File: src/rtl/ea_pkg.sv
package ea_pkg;
  localparam int unsigned SEL_W = 3;
  localparam int unsigned OP_W  = 2;

  typedef enum logic [OP_W-1:0] {
    OP_LOAD  = 2'd0,
    OP_STORE = 2'd1,
    OP_LEA   = 2'd2,
    OP_RSV   = 2'd3
  } op_kind_e;

  localparam logic [SEL_W-1:0] REG_BX = 3'd3;
  localparam logic [SEL_W-1:0] REG_BP = 3'd5;
  localparam logic [SEL_W-1:0] REG_SI = 3'd6;
  localparam logic [SEL_W-1:0] REG_DI = 3'd7;

  function automatic logic narrow_sel_ok(input logic [SEL_W-1:0] sel);
    return (sel == REG_BX) || (sel == REG_BP) ||
           (sel == REG_SI) || (sel == REG_DI);
  endfunction
endpackage

File: src/rtl/ea_rst_sync.sv
module ea_rst_sync #(
  parameter int unsigned STAGES = 2
) (
  input  logic clk,
  input  logic rst_n,
  output logic rst_sync_n
);
  logic [STAGES-1:0] chain_q;
  logic [STAGES-1:0] chain_d;

  always_comb begin
    chain_d = {chain_q[STAGES-2:0], 1'b1};
  end

  always_ff @(posedge clk or negedge rst_n) begin
    if (!rst_n) chain_q <= '0;
    else        chain_q <= chain_d;
  end

  assign rst_sync_n = chain_q[STAGES-1];
endmodule

File: src/rtl/ea_sum.sv
module ea_sum #(
  parameter int unsigned AW       = 32,
  parameter int unsigned DISP_W   = 16,
  parameter int unsigned NARROW_W = 16
) (
  input  logic              narrow,
  input  logic              base_en,
  input  logic [AW-1:0]     base_val,
  input  logic              idx_en,
  input  logic [AW-1:0]     idx_val,
  input  logic [1:0]        scale,
  input  logic [DISP_W-1:0] disp,
  output logic [AW-1:0]     ea
);
  localparam int unsigned EXT_W = AW - DISP_W;
  localparam int unsigned HI_W  = AW - NARROW_W;

  logic [AW-1:0] base_term;
  logic [AW-1:0] idx_term;
  logic [AW-1:0] disp_term;
  logic [AW-1:0] full_sum;

  always_comb begin
    base_term = base_en ? base_val : '0;
    // scaling is a left shift by the 2-bit code
    idx_term  = (idx_en ? idx_val : '0) << scale;
    disp_term = {{EXT_W{disp[DISP_W-1]}}, disp};
    full_sum  = base_term + idx_term + disp_term;
    if (narrow) ea = {{HI_W{1'b0}}, full_sum[NARROW_W-1:0]};
    else        ea = full_sum;
  end
endmodule

File: src/rtl/ea_legal.sv
module ea_legal
  import ea_pkg::*;
(
  input  logic             narrow,
  input  logic [OP_W-1:0]  op,
  input  logic             base_en,
  input  logic [SEL_W-1:0] base_sel,
  input  logic             idx_en,
  input  logic [SEL_W-1:0] idx_sel,
  output logic             bad
);
  logic base_bad;
  logic idx_bad;

  always_comb begin
    base_bad = narrow && base_en && !narrow_sel_ok(base_sel);
    idx_bad  = narrow && idx_en  && !narrow_sel_ok(idx_sel);
    bad      = base_bad || idx_bad || (op == OP_RSV);
  end
endmodule

File: src/rtl/ea_gen.sv
module ea_gen
  import ea_pkg::*;
#(
  parameter int unsigned AW       = 32,
  parameter int unsigned DISP_W   = 16,
  parameter int unsigned NARROW_W = 16,
  parameter int unsigned SYNC_STG = 2
) (
  input  logic              clk,
  input  logic              rst_n,
  input  logic              in_valid,
  input  logic              narrow_mode,
  input  logic [1:0]        op_kind,
  input  logic              base_en,
  input  logic [2:0]        base_sel,
  input  logic [AW-1:0]     base_val,
  input  logic              idx_en,
  input  logic [2:0]        idx_sel,
  input  logic [AW-1:0]     idx_val,
  input  logic [1:0]        scale,
  input  logic [DISP_W-1:0] disp,
  output logic              res_valid,
  output logic [AW-1:0]     ea_out,
  output logic              lea_res,
  output logic              mem_req,
  output logic              mem_write,
  output logic              bad_operand
);
  localparam int unsigned HI_W = AW - NARROW_W;

  logic          rst_sync_n;
  logic [AW-1:0] ea_comb;
  logic          bad_comb;

  logic          nxt_mem, nxt_wr, nxt_lea, nxt_bad;

  logic          valid_q, mem_q, wr_q, lea_q, bad_q, mode_q;
  logic [AW-1:0] ea_q;

  ea_rst_sync #(.STAGES(SYNC_STG)) u_rst (
    .clk        (clk),
    .rst_n      (rst_n),
    .rst_sync_n (rst_sync_n)
  );

  ea_sum #(.AW(AW), .DISP_W(DISP_W), .NARROW_W(NARROW_W)) u_sum (
    .narrow   (narrow_mode),
    .base_en  (base_en),
    .base_val (base_val),
    .idx_en   (idx_en),
    .idx_val  (idx_val),
    .scale    (scale),
    .disp     (disp),
    .ea       (ea_comb)
  );

  ea_legal u_legal (
    .narrow   (narrow_mode),
    .op       (op_kind),
    .base_en  (base_en),
    .base_sel (base_sel),
    .idx_en   (idx_en),
    .idx_sel  (idx_sel),
    .bad      (bad_comb)
  );

  always_comb begin
    nxt_bad = in_valid && bad_comb;
    nxt_mem = in_valid && !bad_comb &&
              ((op_kind == OP_LOAD) || (op_kind == OP_STORE));
    nxt_wr  = in_valid && !bad_comb && (op_kind == OP_STORE);
    nxt_lea = in_valid && !bad_comb && (op_kind == OP_LEA);
  end

  always_ff @(posedge clk or negedge rst_sync_n) begin
    if (!rst_sync_n) begin
      valid_q <= 1'b0;
      mem_q   <= 1'b0;
      wr_q    <= 1'b0;
      lea_q   <= 1'b0;
      bad_q   <= 1'b0;
      mode_q  <= 1'b0;
      ea_q    <= '0;
    end else begin
      valid_q <= in_valid;
      mem_q   <= nxt_mem;
      wr_q    <= nxt_wr;
      lea_q   <= nxt_lea;
      bad_q   <= nxt_bad;
      if (in_valid) begin
        ea_q   <= ea_comb;
        mode_q <= narrow_mode;
      end
    end
  end

  assign res_valid   = valid_q;
  assign ea_out      = ea_q;
  assign lea_res     = lea_q;
  assign mem_req     = mem_q;
  assign mem_write   = wr_q;
  assign bad_operand = bad_q;


  vld_follow_chk: assert property (@(posedge clk) disable iff (!rst_sync_n)
    in_valid |=> res_valid);


  idle_quiet_chk: assert property (@(posedge clk) disable iff (!rst_sync_n)
    !in_valid |=> (!res_valid && !mem_req && !lea_res && !bad_operand));


  addr_hold_chk: assert property (@(posedge clk) disable iff (!rst_sync_n)
    !in_valid |=> $stable(ea_out));


  lea_no_mem_chk: assert property (@(posedge clk) disable iff (!rst_sync_n)
    !(mem_req && lea_res));


  write_needs_req_chk: assert property (@(posedge clk) disable iff (!rst_sync_n)
    mem_write |-> mem_req);


  bad_blocks_chk: assert property (@(posedge clk) disable iff (!rst_sync_n)
    bad_operand |-> (!mem_req && !lea_res && !mem_write));


  narrow_hi_chk: assert property (@(posedge clk) disable iff (!rst_sync_n)
    (res_valid && mode_q) |-> (ea_out[AW-1:AW-HI_W] == '0));
endmodule

File: config.mk
export PLATFORM = sky130hd
export DESIGN_NAME = ea_gen
export DESIGN_NICKNAME = d
export VERILOG_FILES = /design/src/rtl/ea_pkg.sv /design/src/rtl/ea_rst_sync.sv /design/src/rtl/ea_sum.sv /design/src/rtl/ea_legal.sv /design/src/rtl/ea_gen.sv
export SDC_FILE = /design/constraint.sdc
export NUM_CORES = 1
export LEC_CHECK = 0
export ABC_AREA = 1
export BUFFER_PORTS_ARGS = -buffer_cell sky130_fd_sc_hd__buf_2
export CORE_MARGIN = 4
export CORE_UTILIZATION = 35
export DETAILED_ROUTE_END_ITERATION = 6
export RECOVER_POWER = 25
export SYNTH_ARGS = -nofsm -noshare
export SYNTH_HDL_FRONTEND = slang
export SYNTH_SLANG_ARGS = --single-unit
File: constraint.sdc
create_clock -name clk -period 1.2 [get_ports clk]
set_input_delay 0.12 -clock clk [delete_from_list [all_inputs] [get_ports clk]]
set_output_delay 0.12 -clock clk [all_outputs]
set_load 0.01 [all_outputs]
==> results of run 1 <==
## timing repair
action / in CTS / in global routing
hold buffers: 1 / 0
endpoints found under the hold margin: 2 / 0
setup buffers: 4 / 13
pin swaps: 65 / 80
resized for setup: 131 / 150
endpoints found under the setup margin: 32 / 32
cloned: 3 / 1
## critical path, stage by stage
cell and delay, ns:
buf_12 0.10, buf_16 0.12, buf_6 0.10, nand2_1 0.04, o21a_1 0.20, nand2_1 0.09
o21ai_2 0.06, fa_1 0.52, inv_2 0.05, ha_4 0.32, nand2_4 0.08, inv_4 0.07
nand2_2 0.07, nor3_2 0.16, nand2_2 0.10, nand2_4 0.14, nand2_2 0.08, nand2_1 0.05
nand2_1 0.06, nand3_2 0.06, nand2_1 0.05
## cells in the mapped netlist, types with 2 or more instances
cell type and number:
nand2_1 357, inv_1 180, nor2_1 59, nand3_1 46, o21ai_0 42, dfrtp_1 39
fa_1 32, ha_1 30, a31oi_1 18, a21oi_1 17, clkbuf_1 14, xnor2_1 12
buf_2 10, nand2_2 10, o21ai_1 8, inv_2 6, mux2i_1 4, nand3_2 4
nor2_2 4, a21oi_2 3, nand3b_1 3, nand4_1 3, nor2_4 2, nor3_2 2
o21bai_2 2
## area by class of cell
cell class / count / area share [%]
multi-input combinational: 667 / 57.5
timing repair buffer: 227 / 18.0
sequential: 39 / 11.1
clock buffer: 5 / 1.42
clock inverter: 3 / 0.768
inverter: 187 / 8.20
tap: 211 / 3.00
## cells by family after synthesis
| kind of cell | after synthesis | share of synthesized area [%] |
|---|---|---|
| muxes | 4 | 0.725 |
| DFF | 39 | 17.7 |
| and+or+nand+nor | 491 | 36.4 |
| buffers and inverters | 213 | 14.8 |
| adders and majority gates | 62 | 18.4 |
| other | 1 | 0.0679 |
| AOI/OAI and AO/OA | 97 | 10.0 |
| xor gates and xnor gates | 12 | 1.90 |
## sequential cells by signal, indices dropped and copies added (netlist names)
| name | cells |
|---|---|
| mem_write | 1 |
| res_valid | 1 |
| bad_operand | 1 |
| ea_out | 32 |
| u_rst.chain_q | 2 |
| mem_req | 1 |
| lea_res | 1 |
## metal layers
metal  global-route usage [%]  up-vias  part of all wire [%]
met1                     28.7     2855                    48
met3                     1.51       11                   4.8
met5                        0        -                     0
met2                     32.3      148                    46
li1                         -     3208                     -
met4                     4.17        0                   1.1
## layout by cell type (no fill, tap or decap), drive strengths merged, types with 18 or more instances in the layout
cell and instances:
nand2 367, a31oi 18, fa 32, inv 187, dfrtp 39, buf 223
a21oi 20, nand3 50, ha 30, o21ai 50, nor2 65
## stage by stage
step / std cells / total power, mW
final: 1339 / 10.8
after global routing: 1339 / 11.7
after CTS: 1326 / 9.98
after detailed placement: 1311 / 7.54
after global placement: 1311 / 7.48
after floorplan: 919 / 5.51
## final timing paths
path,depth (start not counted),slack (ns),startpoint,end
hold reg to reg,0,0.35,u_rst.chain_q[0]$_DFF_PN0_,u_rst.chain_q[1]$_DFF_PN0_
setup / recovery,21,-1.26,idx_en,ea_out[23]$_DFFE_PN0P_
hold / removal,2,0.009,op_kind[1],mem_req$_DFF_PN0_
setup reg to reg,1,0.25,u_rst.chain_q[1]$_DFF_PN0_,ea_out[10]$_DFFE_PN0P_
min in group asynchronous,2,0.16,rst_n,u_rst.chain_q[0]$_DFF_PN0_
max in group asynchronous,1,0.25,u_rst.chain_q[1]$_DFF_PN0_,ea_out[10]$_DFFE_PN0P_
## power groups by stage
stage / clock network (mW) / registers (mW) / logic (mW)
floorplan: 0 / 2.00 / 3.51
finish: 1.73 / 1.82 / 7.26
CTS: 1.76 / 1.82 / 6.40
global route: 1.81 / 1.87 / 8.00
global placement: 0 / 1.84 / 5.64
detailed placement: 0 / 1.84 / 5.70
==> metrics.md, run 1 <==
| Metric | Value |
|---|---|
| DP Area | 7360 µm² |
| Min-delay worst type | in -> reg |
| Min Tclk post-route | 2.46 ns |
| Vias | 6222 |
| Multi-input gate area | 5060 µm² |
| CP required | 1.38 ns |
| DRC Markers | 0 |
| Max_cap viols | 0 |
| Failing checks | negative setup slack |
| Die X | 134 µm |
| GRT Util Overall | 19.8% |
| Number of diodes | 0 |
| Setup_tns | -34.47 ns |
| FF+latch area | 976 µm² |
| Net load switching power | 4.70 mW |
| CTS root buffer | clkbuf_16 |
| Worst Tran Pin Value | 0.826 ns |
| Kind of critical path | in -> reg |
| Area of the mapped netlist | 5520 µm² |
| Arr. time, crit path | 2.64 ns |
| Maximum vdd drop | 0.739 mV |
| Yosys top cell by area | nand2_1 |
| RSZ-0062 raised after global routing | yes |
| Largest net degree at the start of global routing | 38 |
| CTS tree | done |
| First-pass GRT wire length | 29.2 mm |
| Hold_ws | 0.00859 ns |
| Initial DRC Count | 258 |
| Clk buf depth | 2 |
| Fraction of layout instances using a drive strength above 1 | 45.0% |
| Fin area | 8800 µm² |
| Starting density of the core | 36.1% |
| Core Box Area | 15300 µm² |
| Internal Power | 6.11 mW |
| Count of different cell masters after synthesis | 37 |
| # setup viols final | 31 |
| Max Clock Skew | 0.00596 ns |
| Final hold viol count | 0 |
| CTS H-Tree Depth | 2 |
| Number of synthesized flops with an enable pin | 0 |
| Fin util | 57.5% |
| Post-Route WL | 18.2 mm |
| Main area contributors after synthesis | nand2_1, dfrtp_1, inv_1 |
| Die area | 17800 µm² |
| Critical Path End Type | register |
| Grt ovf | 0 |
| Crit start category | input port |
| Vias in the first global route | 6093 |
| Cells after synthesis | 919 |
| P&R area growth vs syn | 59.4% |
| Clk slew on worst S/H paths | 0.06 ns |
| DRT Pass-1 Iters | 4 |
| Static Leak | 4.80 nW |
| # clock sinks | 39 |
| Synth async-reset ratio | 100% |
| Fraction of power spent switching nets | 43.5% |
| Combinational share of power | 67.2% |
| Period utilization | 205% |
| I/O Buffers | 132 |
| Syn avg cell area | 6.01 µm² |
| Synth Flop Type | dfrtp_1 |
| DRT antenna net count | 0 |
| Power Density | 1230 nW/µm² |
| Rows | 45 |
| CTS Buf Count | 5 |
| Total of fill cells in the finished design | 1487 |
| Sequential area share after synthesis | 17.7% |
| Wire length per cell | 13.6 µm |
| Nets@finish | 1285 |
| Clock power frac | 16.0% |
| Max FO, Critical Path | 7 |
| Antenna violations before repair | 0 |
| YS warnings | 0 |
| Synth Register Bits | 39 |
| GPL Wtd Cong | 0.933 |
| Max frequency | 407 MHz |
| DP Wirelength | 14.4 mm |
| Sequential share of power | 16.8% |
| Status | finished, violations left |
| I/O Pins | 133 |
| Pre-CTS setup slack | -1.70 ns |
| Slew Limit Fails | 0 |
| Worst Slack Setup Final | -1.26 ns |
| Die height | 134 µm |
| Vias per Instance | 4.65 |
| Slew headroom | 44.9% |
| Post-Syn Nets | 1077 |
| Top cell type's share of synthesized area | 24.3% |
| Worst skew pair latency | 0.29 ns |
No activity file was read; power rests on OpenSTA's default activity.
==> inputs of run 2 (changes only) <==
- ABC_AREA: 1 -> 0
==> run 2 against run 1 <==
The flow still finishes with violations (negative setup slack). Combinational power down 20%. Clock-buffer cell count up 1. Sequential cell count unchanged. Critical path type unchanged. Critical endpoint is now ea_out[29]$_DFFE_PN0P_.
==> metrics.md, run 2 <==
| Metric | Value |
|---|---|
| Failing checks | negative setup slack (unchanged) |
| YS warnings | 0 (unchanged) |
| Crit start category | input port (unchanged) |
| Initial DRC Count | 228 (was 258) |
| DRT Pass-1 Iters | 5 (was 4) |
| Count of different cell masters after synthesis | 59 (was 37) |
| Number of diodes | 0 (unchanged) |
| Critical Path End Type | register (unchanged) |
| Die height | 127 µm (was 134 µm) |
| Synth Flop Type | dfrtp_1 (unchanged) |
| Arr. time, crit path | 3.35 ns (was 2.64 ns) |
| P&R area growth vs syn | 57.7% (was 59.4%) |
| Nets@finish | 984 (was 1285) |
| Leading cell types in the layout, fill and taps excluded | buf_4, buf_2, nand2_1 (was nand2_1, inv_1, buf_2) |
| Max FO, Critical Path | 6 (was 7) |
| CTS tree | done (unchanged) |
| Wire length per cell | 16.7 µm (was 13.6 µm) |
| FF+latch area | 976 µm² (unchanged) |
| Antenna violations before repair | 0 (unchanged) |
| # clock sinks | 39 (unchanged) |
| Fin area | 7790 µm² (was 8800 µm²) |
| Post-Syn Nets | 713 (was 1077) |
| Top cell type's share of synthesized area | 19.8% (was 24.3%) |
| GPL Wtd Cong | 0.880 (was 0.933) |
| Max Clock Skew | 0.00604 ns (was 0.00596 ns) |
| Pre-CTS setup slack | -2.46 ns (was -1.70 ns) |
| Max_cap viols | 0 (unchanged) |
| Commonest cells post-synth | nand2_1, inv_1, dfrtp_1 (was nand2_1, inv_1, nor2_1) |
| Die X | 127 µm (was 134 µm) |
| Fraction of layout instances using a drive strength above 1 | 51.0% (was 45.0%) |
| DRT antenna net count | 0 (unchanged) |
| Syn avg cell area | 8.90 µm² (was 6.01 µm²) |
| CTS root buffer | clkbuf_16 (unchanged) |
| Final hold viol count | 0 (unchanged) |
| Vias | 5288 (was 6222) |
| # setup viols final | 31 (unchanged) |
| Fin util | 56.3% (was 57.5%) |
| GRT Util Overall | 20.1% (was 19.8%) |
| DP Area | 6860 µm² (was 7360 µm²) |
| Status | finished, violations left (unchanged) |
| Max reg flops | 32 (unchanged) |
| Most frequent cell after synthesis | nand2_1 (unchanged) |
| Power Density | 1190 nW/µm² (was 1230 nW/µm²) |
| Clk buf depth | 2 (unchanged) |
| Post-Route WL | 16.9 mm (was 18.2 mm) |
| Multi-input gate area | 4170 µm² (was 5060 µm²) |
| Area of the mapped netlist | 4940 µm² (was 5520 µm²) |
| Kind of critical path | in -> reg (unchanged) |
| Worst skew pair latency | 0.29 ns (about the same) |
| Core Box Area | 13800 µm² (was 15300 µm²) |
| DP Wirelength | 13.7 mm (was 14.4 mm) |
| Synth async-reset ratio | 100% (unchanged) |
| CP required | 1.37 ns (was 1.38 ns) |
| I/O Pins | 133 (unchanged) |
| First-pass GRT wire length | 26.3 mm (was 29.2 mm) |
| DRC Markers | 0 (unchanged) |
| Vias in the first global route | 5303 (was 6093) |
| CTS Buf Count | 5 (unchanged) |
| Worst Tran Pin Value | 0.531 ns (was 0.826 ns) |
| Clk slew on worst S/H paths | 0.06 ns (about the same) |
| Period utilization | 265% (was 205%) |
| Synth Register Bits | 39 (unchanged) |
| Most common cell after layout, fill and taps aside | buf_4 (was nand2_1) |
| Vias per Instance | 5.25 (was 4.65) |
| Cells after synthesis | 555 (was 919) |
| Min-delay worst type | in -> reg (unchanged) |
| Sequential area share after synthesis | 19.8% (was 17.7%) |
| Slew headroom | 64.6% (was 44.9%) |
| Slew Limit Fails | 0 (unchanged) |
| RSZ-0062 raised after global routing | yes (unchanged) |
| Starting density of the core | 35.7% (was 36.1%) |
| I/O Buffers | 132 (unchanged) |
| Grt ovf | 0 (unchanged) |
| Number of synthesized flops with an enable pin | 0 (unchanged) |
| Maximum vdd drop | 0.616 mV (was 0.739 mV) |
| Main area contributors after synthesis | dfrtp_1, fa_1, mux4_2 (was nand2_1, dfrtp_1, inv_1) |
| Total of fill cells in the finished design | 1227 (was 1487) |
| Worst Slack Setup Final | -1.98 ns (was -1.26 ns) |
| Yosys top cell by area | dfrtp_1 (was nand2_1) |
| Static Leak | 3.86 nW (was 4.80 nW) |
| Max frequency | 315 MHz (was 407 MHz) |
| Die area | 16100 µm² (was 17800 µm²) |
| Min Tclk post-route | 3.18 ns (was 2.46 ns) |
| Largest net degree at the start of global routing | 38 (unchanged) |
| CTS H-Tree Depth | 2 (unchanged) |
| Rows | 43 (was 45) |
run 2: repair_timing:
action	in CTS	in global routing
pin swaps	27	46
cloned	0	1
setup buffers	12	18
resized for setup	43	70
hold buffers	1	0
hold endpoints to repair	2	0
endpoints found under the setup margin	32	33
run 2: path summary, 6_finish.rpt:
path,slack [ns],startpoint,end,cells after the start
max in group asynchronous,0.50,u_rst.chain_q[1]$_DFF_PN0_,ea_out[31]$_DFFE_PN0P_,1
min,0.02,op_kind[0],lea_res$_DFF_PN0_,2
max,-1.98,scale[0],ea_out[29]$_DFFE_PN0P_,15
max reg2reg,0.18,ea_out[29]$_DFFE_PN0P_,ea_out[29]$_DFFE_PN0P_,2
min reg2reg,0.33,u_rst.chain_q[1]$_DFF_PN0_,ea_out[7]$_DFFE_PN0P_,1
min in group asynchronous,0.14,rst_n,u_rst.chain_q[0]$_DFF_PN0_,2
run 2: area by class of cell:
cell class | count | area share (%)
flip-flops and latches | 39 | 12.5
clock buffers | 6 | 1.78
inverters | 62 | 3.00
clock inverters | 2 | 0.450
multi-input cells | 425 | 53.6
well taps | 180 | 2.89
repair buffers | 293 | 25.8
run 2: worst max-delay path, cell delays in order:
cell      delay (ns)
buf_12          0.11
buf_6           0.11
mux2i_4         0.18
nor3b_2         0.21
fa_1            0.48
ha_4            0.20
fa_2            0.39
a211o_1         0.28
o211ai_1        0.14
a211o_1         0.28
a21oi_4         0.10
o21ai_4         0.21
buf_6           0.14
nor4_2          0.04
or3_1           0.35
run 2: metrics by stage:
| step | hold slack [ns] | std cells | power [mW] | TNS, ns |
|---|---|---|---|---|
| floorplan | -0.176 | 555 | 4.72 | -54.00 |
| global placement | -0.0944 | 971 | 6.79 | -62.47 |
| detailed placement | -0.0935 | 971 | 6.89 | -64.35 |
| CTS | 0.0123 | 991 | 8.79 | -49.48 |
| global route | 0.0409 | 1007 | 9.91 | -52.70 |
| finish | 0.0223 | 1007 | 9.27 | -49.91 |
run 2: logic make-up after synthesis:
kind of cell | after synthesis | share of synthesized area, %
AND/OR/NAND/NOR | 166 | 16.3
AO/OA/AOI/OAI | 134 | 18.8
buffers and inverters | 91 | 6.99
adder cells (fa/ha/maj) | 62 | 20.6
multiplexers | 43 | 14.2
flip-flops | 39 | 19.8
XOR/XNOR | 19 | 3.37
other | 1 | 0.0759
run 2: per-layer routing:
metal	part of all wire [%]	vias to the layer above	GRT usage [%]	wire length, µm
li1	-	2519	-	-
met1	46	2571	28.7	7720
met2	47	175	31.9	7850
met3	5.7	23	3.28	955
met4	2.0	0	5.43	334
met5	0	-	0	0
run 2: power by group:
part           switching, mW  leakage (nW)  internal [mW]
registers              0.201         0.484           1.68
clock network          0.550        0.0868           1.03
logic                   2.82          3.29           2.99
